File: src/rtl/llw_pkg.sv
package llw_pkg;
    localparam logic [31:0] LL_CTRL   = 32'h0100_0401;
    localparam logic [23:0] ADDR_MASK = 24'h1F_FFFC;

    typedef enum logic [1:0] {
        STOP_END  = 2'd0,
        STOP_LOOP = 2'd1,
        STOP_CAP  = 2'd2
    } stop_e;

    typedef enum logic [2:0] {
        ST_IDLE,
        ST_VISIT,
        ST_HDR,
        ST_PAY,
        ST_AFTER
    } state_e;
endpackage

File: src/rtl/llw_loop_guard.sv
module llw_loop_guard #(
    parameter int AW = 24
) (
    input  logic          clk,
    input  logic          rst_n,
    input  logic          clear_i,
    input  logic          commit_i,
    input  logic [AW-1:0] probe_i,
    output logic          hit_o
);
    localparam logic [AW-1:0] INIT = {AW{1'b1}};

    typedef struct packed {
        logic [AW-1:0] last;
        logic [AW-1:0] lo;
        logic [AW-1:0] hi;
    } hist_t;

    hist_t h_d, h_q;

    always_comb begin
        h_d   = h_q;
        hit_o = (probe_i == h_q.lo) || (probe_i == h_q.hi);
        if (clear_i) begin
            h_d.last = INIT;
            h_d.lo   = INIT;
            h_d.hi   = INIT;
        end else if (commit_i) begin
            if (probe_i < h_q.last) h_d.lo = probe_i;
            else                    h_d.hi = probe_i;
            h_d.last = probe_i;
        end
    end

    always_ff @(posedge clk or negedge rst_n) begin
        if (!rst_n) begin
            h_q.last <= INIT;
            h_q.lo   <= INIT;
            h_q.hi   <= INIT;
        end else begin
            h_q <= h_d;
        end
    end
endmodule

File: src/rtl/llw_node_cap.sv
module llw_node_cap #(
    parameter int MAX_NODES = 2000000
) (
    input  logic clk,
    input  logic rst_n,
    input  logic clear_i,
    input  logic inc_i,
    output logic over_o
);
    localparam int CW = $clog2(MAX_NODES + 2);
    localparam logic [CW-1:0] LIMIT = CW'(MAX_NODES);

    logic [CW-1:0] cnt_d, cnt_q;

    always_comb begin
        cnt_d  = cnt_q;
        over_o = (cnt_q > LIMIT);
        if (clear_i)                cnt_d = '0;
        else if (inc_i && !over_o)  cnt_d = cnt_q + 1'b1;
    end

    always_ff @(posedge clk or negedge rst_n) begin
        if (!rst_n) cnt_q <= '0;
        else        cnt_q <= cnt_d;
    end
endmodule

File: src/rtl/ll_dma_walker.sv
module ll_dma_walker
    import llw_pkg::*;
#(
    parameter int MAX_NODES = 2000000,
    parameter int PA_W      = 21,
    parameter int LEN_W     = 8
) (
    input  logic        clk,
    input  logic        rst_n,
    input  logic        start_i,
    input  logic [31:0] ctrl_i,
    input  logic [23:0] start_addr_i,
    output logic        mem_rd_o,
    output logic [20:0] mem_addr_o,
    input  logic [31:0] mem_rdata_i,
    output logic        cmd_valid_o,
    output logic [31:0] cmd_data_o,
    output logic        chan_active_o,
    output logic        gpu_ready_o,
    output logic        irq_o,
    output logic [23:0] cur_addr_o,
    output logic [31:0] total_words_o,
    output logic [1:0]  stop_cause_o
);
    localparam int IDX_W = LEN_W + 1;

    typedef struct packed {
        state_e            st;
        logic [23:0]       addr;
        logic [PA_W-1:0]   base;
        logic [LEN_W-1:0]  len;
        logic [LEN_W-1:0]  idx;
        logic [31:0]       total;
        logic              active;
        logic              ready;
        logic              irq;
        logic              pend;
        stop_e             cause;
    } walk_t;

    walk_t w_d, w_q;

    logic        g_clear, g_commit, g_hit;
    logic        c_inc, c_over;
    logic [23:0] masked;
    logic [IDX_W-1:0] idx_nx;

    llw_loop_guard #(.AW(24)) u_guard (
        .clk      (clk),
        .rst_n    (rst_n),
        .clear_i  (g_clear),
        .commit_i (g_commit),
        .probe_i  (masked),
        .hit_o    (g_hit)
    );

    llw_node_cap #(.MAX_NODES(MAX_NODES)) u_cap (
        .clk     (clk),
        .rst_n   (rst_n),
        .clear_i (g_clear),
        .inc_i   (c_inc),
        .over_o  (c_over)
    );

    always_comb begin
        w_d        = w_q;
        w_d.irq    = 1'b0;
        w_d.pend   = 1'b0;
        mem_rd_o   = 1'b0;
        mem_addr_o = '0;
        g_clear    = 1'b0;
        g_commit   = 1'b0;
        c_inc      = 1'b0;
        masked     = w_q.addr & ADDR_MASK;
        idx_nx     = {1'b0, w_q.idx} + 1'b1;

        case (w_q.st)
            ST_IDLE: begin
                if (start_i && ctrl_i == LL_CTRL) begin
                    w_d.st     = ST_VISIT;
                    w_d.addr   = start_addr_i;
                    w_d.active = 1'b1;
                    w_d.ready  = 1'b0;
                    w_d.total  = 32'd1;
                    g_clear    = 1'b1;
                end
            end
            ST_VISIT: begin
                if (c_over || g_hit) begin
                    w_d.st     = ST_IDLE;
                    w_d.active = 1'b0;
                    w_d.ready  = 1'b1;
                    w_d.irq    = 1'b1;
                    w_d.addr   = masked;
                    w_d.cause  = c_over ? STOP_CAP : STOP_LOOP;
                end else begin
                    g_commit   = 1'b1;
                    c_inc      = 1'b1;
                    mem_rd_o   = 1'b1;
                    mem_addr_o = masked[PA_W-1:0];
                    w_d.base   = masked[PA_W-1:0];
                    w_d.st     = ST_HDR;
                end
            end
            ST_HDR: begin
                w_d.len   = mem_rdata_i[31:24];
                w_d.addr  = mem_rdata_i[23:0];
                w_d.total = w_q.total + 32'd1 + 32'(mem_rdata_i[31:24]);
                w_d.idx   = '0;
                w_d.st    = (mem_rdata_i[31:24] == '0) ? ST_AFTER : ST_PAY;
            end
            ST_PAY: begin
                mem_rd_o   = 1'b1;
                mem_addr_o = w_q.base + PA_W'({idx_nx, 2'b00});
                w_d.pend   = 1'b1;
                w_d.idx    = idx_nx[LEN_W-1:0];
                if (idx_nx == {1'b0, w_q.len}) w_d.st = ST_AFTER;
            end
            ST_AFTER: begin
                if (w_q.addr[23]) begin
                    w_d.st     = ST_IDLE;
                    w_d.active = 1'b0;
                    w_d.ready  = 1'b1;
                    w_d.irq    = 1'b1;
                    w_d.cause  = STOP_END;
                end else begin
                    w_d.st = ST_VISIT;
                end
            end
            default: w_d.st = ST_IDLE;
        endcase
    end

    always_ff @(posedge clk or negedge rst_n) begin
        if (!rst_n) begin
            w_q.st     <= ST_IDLE;
            w_q.addr   <= '0;
            w_q.base   <= '0;
            w_q.len    <= '0;
            w_q.idx    <= '0;
            w_q.total  <= '0;
            w_q.active <= 1'b0;
            w_q.ready  <= 1'b1;
            w_q.irq    <= 1'b0;
            w_q.pend   <= 1'b0;
            w_q.cause  <= STOP_END;
        end else begin
            w_q <= w_d;
        end
    end

    assign cmd_valid_o   = w_q.pend;
    assign cmd_data_o    = mem_rdata_i;
    assign chan_active_o = w_q.active;
    assign gpu_ready_o   = w_q.ready;
    assign irq_o         = w_q.irq;
    assign cur_addr_o    = w_q.addr;
    assign total_words_o = w_q.total;
    assign stop_cause_o  = w_q.cause;
endmodule


File: config.mk
export PLATFORM = sky130hd
export DESIGN_NAME = ll_dma_walker
export DESIGN_NICKNAME = d
export VERILOG_FILES = /design/src/rtl/llw_pkg.sv /design/src/rtl/llw_loop_guard.sv /design/src/rtl/llw_node_cap.sv /design/src/rtl/ll_dma_walker.sv
export SDC_FILE = /design/constraint.sdc
export NUM_CORES = 1
export LEC_CHECK = 0
export ABC_CLOCK_PERIOD_IN_PS = 3200
export BUFFER_PORTS_ARGS = -buffer_cell sky130_fd_sc_hd__buf_4
export CAP_MARGIN = 30
export CORE_MARGIN = 4
export CORE_UTILIZATION = 39
export DETAILED_ROUTE_END_ITERATION = 10
export MAX_ROUTING_LAYER = met4
export PLACE_DENSITY = 0.59
export SLEW_MARGIN = 10
export SYNTH_ARGS = -nofsm -noshare
export SYNTH_HDL_FRONTEND = slang
export SYNTH_SLANG_ARGS = --single-unit
File: constraint.sdc
create_clock -name clk -period 3.2 [get_ports clk]
set_clock_uncertainty 0.2 [all_clocks]
set_input_delay 0.48 -clock clk [delete_from_list [all_inputs] [get_ports clk]]
set_output_delay 0.48 -clock clk [all_outputs]
set_load 0.02 [all_outputs]
Yosys cells after proc, flatten, opt, wreduce, memory -nomap -nowiden

Cells that the tools add are included.

Bits in registers: 193
Bits in latches: 0
Bits in writable memories: 0
Memory bits (read-only): 0
Output and inout port bits: 116
Logic and storage cells: 95
Memories: 0

Add/sub/neg operators: 5
Multipliers: 0
Div/mod/pow operators: 0
Magnitude comparators: 2
Equal/unequal tests: 13
Shifts and indexed selects: 0
Mux-type cells: 33
Bitwise operators: 2
Reductions and logical operators: 24

Operators with widths:

| operator              | count |
|---|---|
| $mux 72               | 2 |
| $mux 24               | 3 |
| $pmux 24 s3           | 1 |
| $pmux 32 s2           | 1 |
| $mux 21               | 3 |
| $eq 21x24->1          | 2 |
| $pmux 21 s2           | 1 |
| $mux 34               | 1 |
| $add 32x1->32 const B | 1 |
| $add 32x8->32         | 1 |
| $eq 32x25->1 const B  | 1 |
| $mux 27               | 1 |
| $lt 21x24->1          | 1 |
| $add 21x1->21 const B | 1 |
| $add 21x11->21        | 1 |
| $gt 21x21->1 const B  | 1 |
| $pmux 8 s2            | 1 |
| $pmux 3 s5            | 1 |
| $mux 3                | 4 |
| $reduce_bool 2->1     | 6 |
| $ne 2x2->1 const B    | 5 |
| $reduce_and 2->1      | 5 |
| $add 8x1->9 const B   | 1 |
| $eq 9x8->1            | 1 |
| 17 further kinds      | 33 |

Depth between registers and ports, before layout

Depth in word-level cells: 8
Gate-level depth with buffers: 13
Gate-level depth less buffers: 12

Cells and area by module

From an unflattened synthesis, not the netlist that was laid out.

Cells, all modules: 1233
Area, all modules: 11808.8 µm²

Modules (own cells, without submodules):

| module         | instances | cells an instance | area an instance (µm²) | sequential area each (µm²) |
|---|---|---|---|---|
| ll_dma_walker  | 1         | 757               | 6591.3                 | 2503.7 |
| llw_loop_guard | 1         | 339               | 3992.6                 | 1891.8 |
| llw_node_cap   | 1         | 137               | 1224.9                 | 525.5 |

Least setup slack after synthesis

OpenSTA, ideal clock, no wires.

Path type: register to output
Start: reg w_q[38] (netlist bit)
End: out mem_addr_o[15]
Data arrival time: 2.743 ns
Path slack: -0.223 ns
Cell stages (with the launch flop): 13
Buffers on the path: 0
Cells stage by stage: dfrtp_1 -> ha_1 -> nand3_1 -> xor2_1 -> inv_1 -> ha_1 -> nand3_1 -> o211ai_1 -> o41ai_1 -> o21a_1 -> nand3b_1 -> xor2_1 -> o21ai_1

Cells in the longest elaborated chain, start to end: 3

Ends and longest elaborated chain:

| what                   | line                 | source |
|---|---|---|
| start, declared        | ll_dma_walker.sv:41  | `walk_t w_d, w_q;` |
| start signal, assigned | ll_dma_walker.sv:148 | `w_q <= w_d;` |
| $add 8x1->9            | ll_dma_walker.sv:75  | `idx_nx = {1'b0, w_q.idx} + 1'b1;` |
| $add 21x11->21         | ll_dma_walker.sv:114 | `mem_addr_o = w_q.base + PA_W'({idx_nx, 2'b00});` |
| $pmux 21 s2            | ll_dma_walker.sv:77  | `case (w_q.st)` |
| end, declared          | ll_dma_walker.sv:14  | `output logic [20:0] mem_addr_o,` |

No other way between the ends.

Worst setup path after layout

Same ends and word-level chain as after synthesis.

==> reports/results.txt <==
Synth Area in Simple Gates -> 18.8%
part of the power in registers -> 46.9%
die area -> 0.0306 mm^2
Die Width -> 175 um
Syn Inst Count -> 1218
reg2reg setup slack -> 0.16 ns
mux cell area share after synthesis -> 4.88%
Clock transition at path regs -> 0.08 ns
via count -> 9174
Post-synth ARST share -> 100%
largest family of logic cells by synthesized area -> simple AND/OR/NAND/NOR gates
gpl congestion -> 0.830
Final Util -> 51.6%
area of the core -> 0.0272 mm^2
Switch Pwr -> 1240 uW
Fin. Hold Viols -> 0
Hold Path End -> w_q[50]
drt wl/cell -> 17.5 um
Ports -> 207
post-DP HPWL -> 22.1 mm
FP Rows -> 60
Max Freq -> 0.269 GHz
layout cells sized above 1 -> 33.8%
post-synthesis adder-cell area fraction -> 4.97%
antenna-violating nets left -> 0
combinational share of power -> 9.1%
clock buffer depth -> 2
non-filler instance count after layout -> 1790
Detailed Route WL -> 31.3 mm
pin count of the biggest net entering global routing -> 63
Seq/Total Area, Yosys -> 42.4%
reg-to-reg endpoint -> u_guard.h_q[28]
relative slew slack -> 52.7%
xor/xnor share of the synthesized area -> 6.61%
initial antenna violation count -> 0
Final Slew Violations -> 0
Clk Latency, worst-skew pair -> 0.44 ns
RSZ-0062 raised after global routing -> true
Worst Hold Class -> in -> reg
failing checks -> negative setup slack
WP data arrival -> 3.03 ns
Hold Path Origin -> mem_rdata_i[28]
grt ovf -> 0
WHS Path Cells -> 3
Worst Tran Pin Value -> 0.710 ns
CTS tree -> built
drt via density -> 5.13
internal power -> 3750 uW
cell total after placement -> 1729
max_cap viols -> 0
DRC Markers -> 0
depth of the CTS H-tree -> 4
Yosys reg bits -> 181
Initial Utilization -> 40.0%
Total Nets Final -> 1538
clock sink count -> 181
Crit path required time -> 2.52 ns
port bufs -> 204
Compound-Gate Fraction of Synth Area -> 12.1%
power density cells -> 356 mW/mm^2
initial DRC count -> 504
Primary FF master, synth -> dfrtp_1
crit end category -> primary output
Static Leak -> 0.00658 uW
GRT Util Overall -> 20.6%
Yosys warning count -> 0
First-pass DRT Iterations -> 4
Synth Cell Area -> 0.0109 mm^2
final setup margin -> -0.511 ns
diode count -> 0
status -> finished with violations
Clock Power Share -> 44.1%
Sw Share -> 24.8%
number of global-route vias before repair -> 9056
synth unique cells -> 63
CTS Buf Count -> 17
global-route wire length before repair -> 49.3 mm
worst ir drop on vdd -> 0.303 mV
Max FO, Critical Path -> 4
synthesis-to-finish area growth -> 29.1%
Final setup viols -> 20
Die Y -> 175 um
Final period util -> 116%
CTS root buf -> clkbuf_16
FF-to-FF path depth -> 14
sum of negative setup slack -> -6.65 ns
FF-to-FF Start -> u_cap.cnt_q[0]
EDFF count, synth -> 0
Setup CP Type -> reg -> out
crit path launch type -> flip-flop
WHS -> 0.0803 ns
synthesized area per cell -> 8.93 um^2
Setup WS pre-CTS -> -0.130 ns
crit path time final -> 3.71 ns
area by class of cell:
cell class | count | area [um^2]
timing repair buffer | 311 | 2590
clock inverter | 14 | 173
clock buffer | 18 | 429
tap | 372 | 465
sequential | 181 | 4610
inverter | 57 | 214
multi-input combinational | 837 | 5550
fill | 2538 | 13100
flip-flops by register name, summed over array words and instances (netlist names):
register       count
gpu_ready_o        1
chan_active_o      1
stop_cause_o       2
cur_addr_o        24
w_q               38
cmd_valid_o        1
u_cap.cnt_q       21
irq_o              1
total_words_o     32
u_guard.h_q       60
critical path, stage by stage (launching register included):
cell	delay, ns
dfrtp_2	0.45
ha_4	0.20
nand3_4	0.06
xor2_2	0.18
inv_2	0.06
ha_4	0.29
nand3_2	0.07
o211ai_1	0.27
o41ai_2	0.13
o21a_2	0.25
nand3b_1	0.19
xor2_1	0.17
o21ai_2	0.13
buf_6	0.13
kinds of logic (layout without fill, tap and decap cells):
family	Yosys count	after routing
buffers and inverters	201	400
DFF	181	181
adders and majority gates	42	42
xor gates and xnor gates	82	82
and+or+nand+nor	440	440
AOI/OAI and AO/OA	218	218
other	1	2
muxes	53	53
synthesized netlist by cell type (4+ instances only):
library cell    n  area share, %
nand2_1       170            5.9
dfrtp_1       120             28
nor2_1         98            3.4
buf_4          92            6.4
a21oi_1        66            3.0
xnor2_1        62            5.0
dfstp_2        61             15
inv_1          56            1.9
mux2i_1        53            4.9
nand3_1        53            2.4
clkbuf_1       46            1.6
o21ai_1        44            2.0
ha_1           40            4.6
o21ai_0        32            1.5
nand4_1        24            1.4
o211ai_1       21            1.4
nor3_1         20           0.92
xor2_1         20            1.6
o31ai_1        18            1.2
and2_1         10           0.58
nor2b_1         9           0.52
or4_1           9           0.62
and3_1          8           0.46
nor4_1          7           0.40
nand2b_1        6           0.35
a21o_1          5           0.35
a22oi_1         5           0.35
nand3b_1        5           0.35
or3_1           5           0.29
a211oi_1        4           0.28
buf_2           4           0.18
o21a_1          4           0.28
what timing repair did:
item,in CTS,in global routing
pin swaps,21,42
setup endpoints to repair,20,39
buffers inserted,18,9
hold endpoints to repair,39,0
gates resized for setup,36,58
hold buffers,1,0
cloned,3,3
layer usage:
metal | track usage (%) | part of all wire, %
met5 | - | 0
met4 | 4.26 | 1.2
met3 | 3.98 | 5.1
met2 | 33.3 | 48
met1 | 27.4 | 45
worst max-delay path by stage:
stage,from,endpoint,slack (ns)
6_report,w_q[38],mem_addr_o[15],-0.51
3_5_place_dp,w_q[39],mem_addr_o[15],-0.13
4_1_cts,w_q[38],mem_addr_o[19],-0.49
2_1_floorplan,w_q[38],mem_addr_o[15],0.008
3_3_place_gp,w_q[39],mem_addr_o[15],-0.09
5_1_grt,w_q[38],mem_addr_o[13],-0.63
layout by cell type (no fill, tap or decap), types with 6 or more instances in the layout:
cell type	n
o31ai_1	18
nor2_1	90
o21ai_0	32
ha_1	33
nand3_1	46
buf_6	23
nor4_1	6
inv_1	52
o21ai_1	35
and2_1	9
buf_4	276
or4_1	9
nand2_1	167
buf_12	6
nand2b_1	6
nand4_1	24
o211ai_1	21
xor2_1	18
o21ai_2	9
xnor2_1	57
nor3_1	19
ha_4	7
nor2_2	6
mux2i_1	52
a21oi_1	61
dfrtp_1	116
and3_1	8
dfstp_2	61
clkbuf_16	18
through the flow:
stage	total power [uW]	area, um^2
6_report	4990	14000
5_1_grt	5200	14000
4_1_cts	5050	13700
3_5_place_dp	2840	12700
3_3_place_gp	2830	12700
2_1_floorplan	2610	10900
power by group through the flow:
stage	logic (uW)	clock network [uW]	registers, uW
after floorplan	236	0	2380
after global placement	452	0	2380
after detailed placement	454	0	2380
after CTS	459	2250	2340
after global routing	497	2360	2340
final	452	2200	2340
Power figures use the tool's default switching activity.
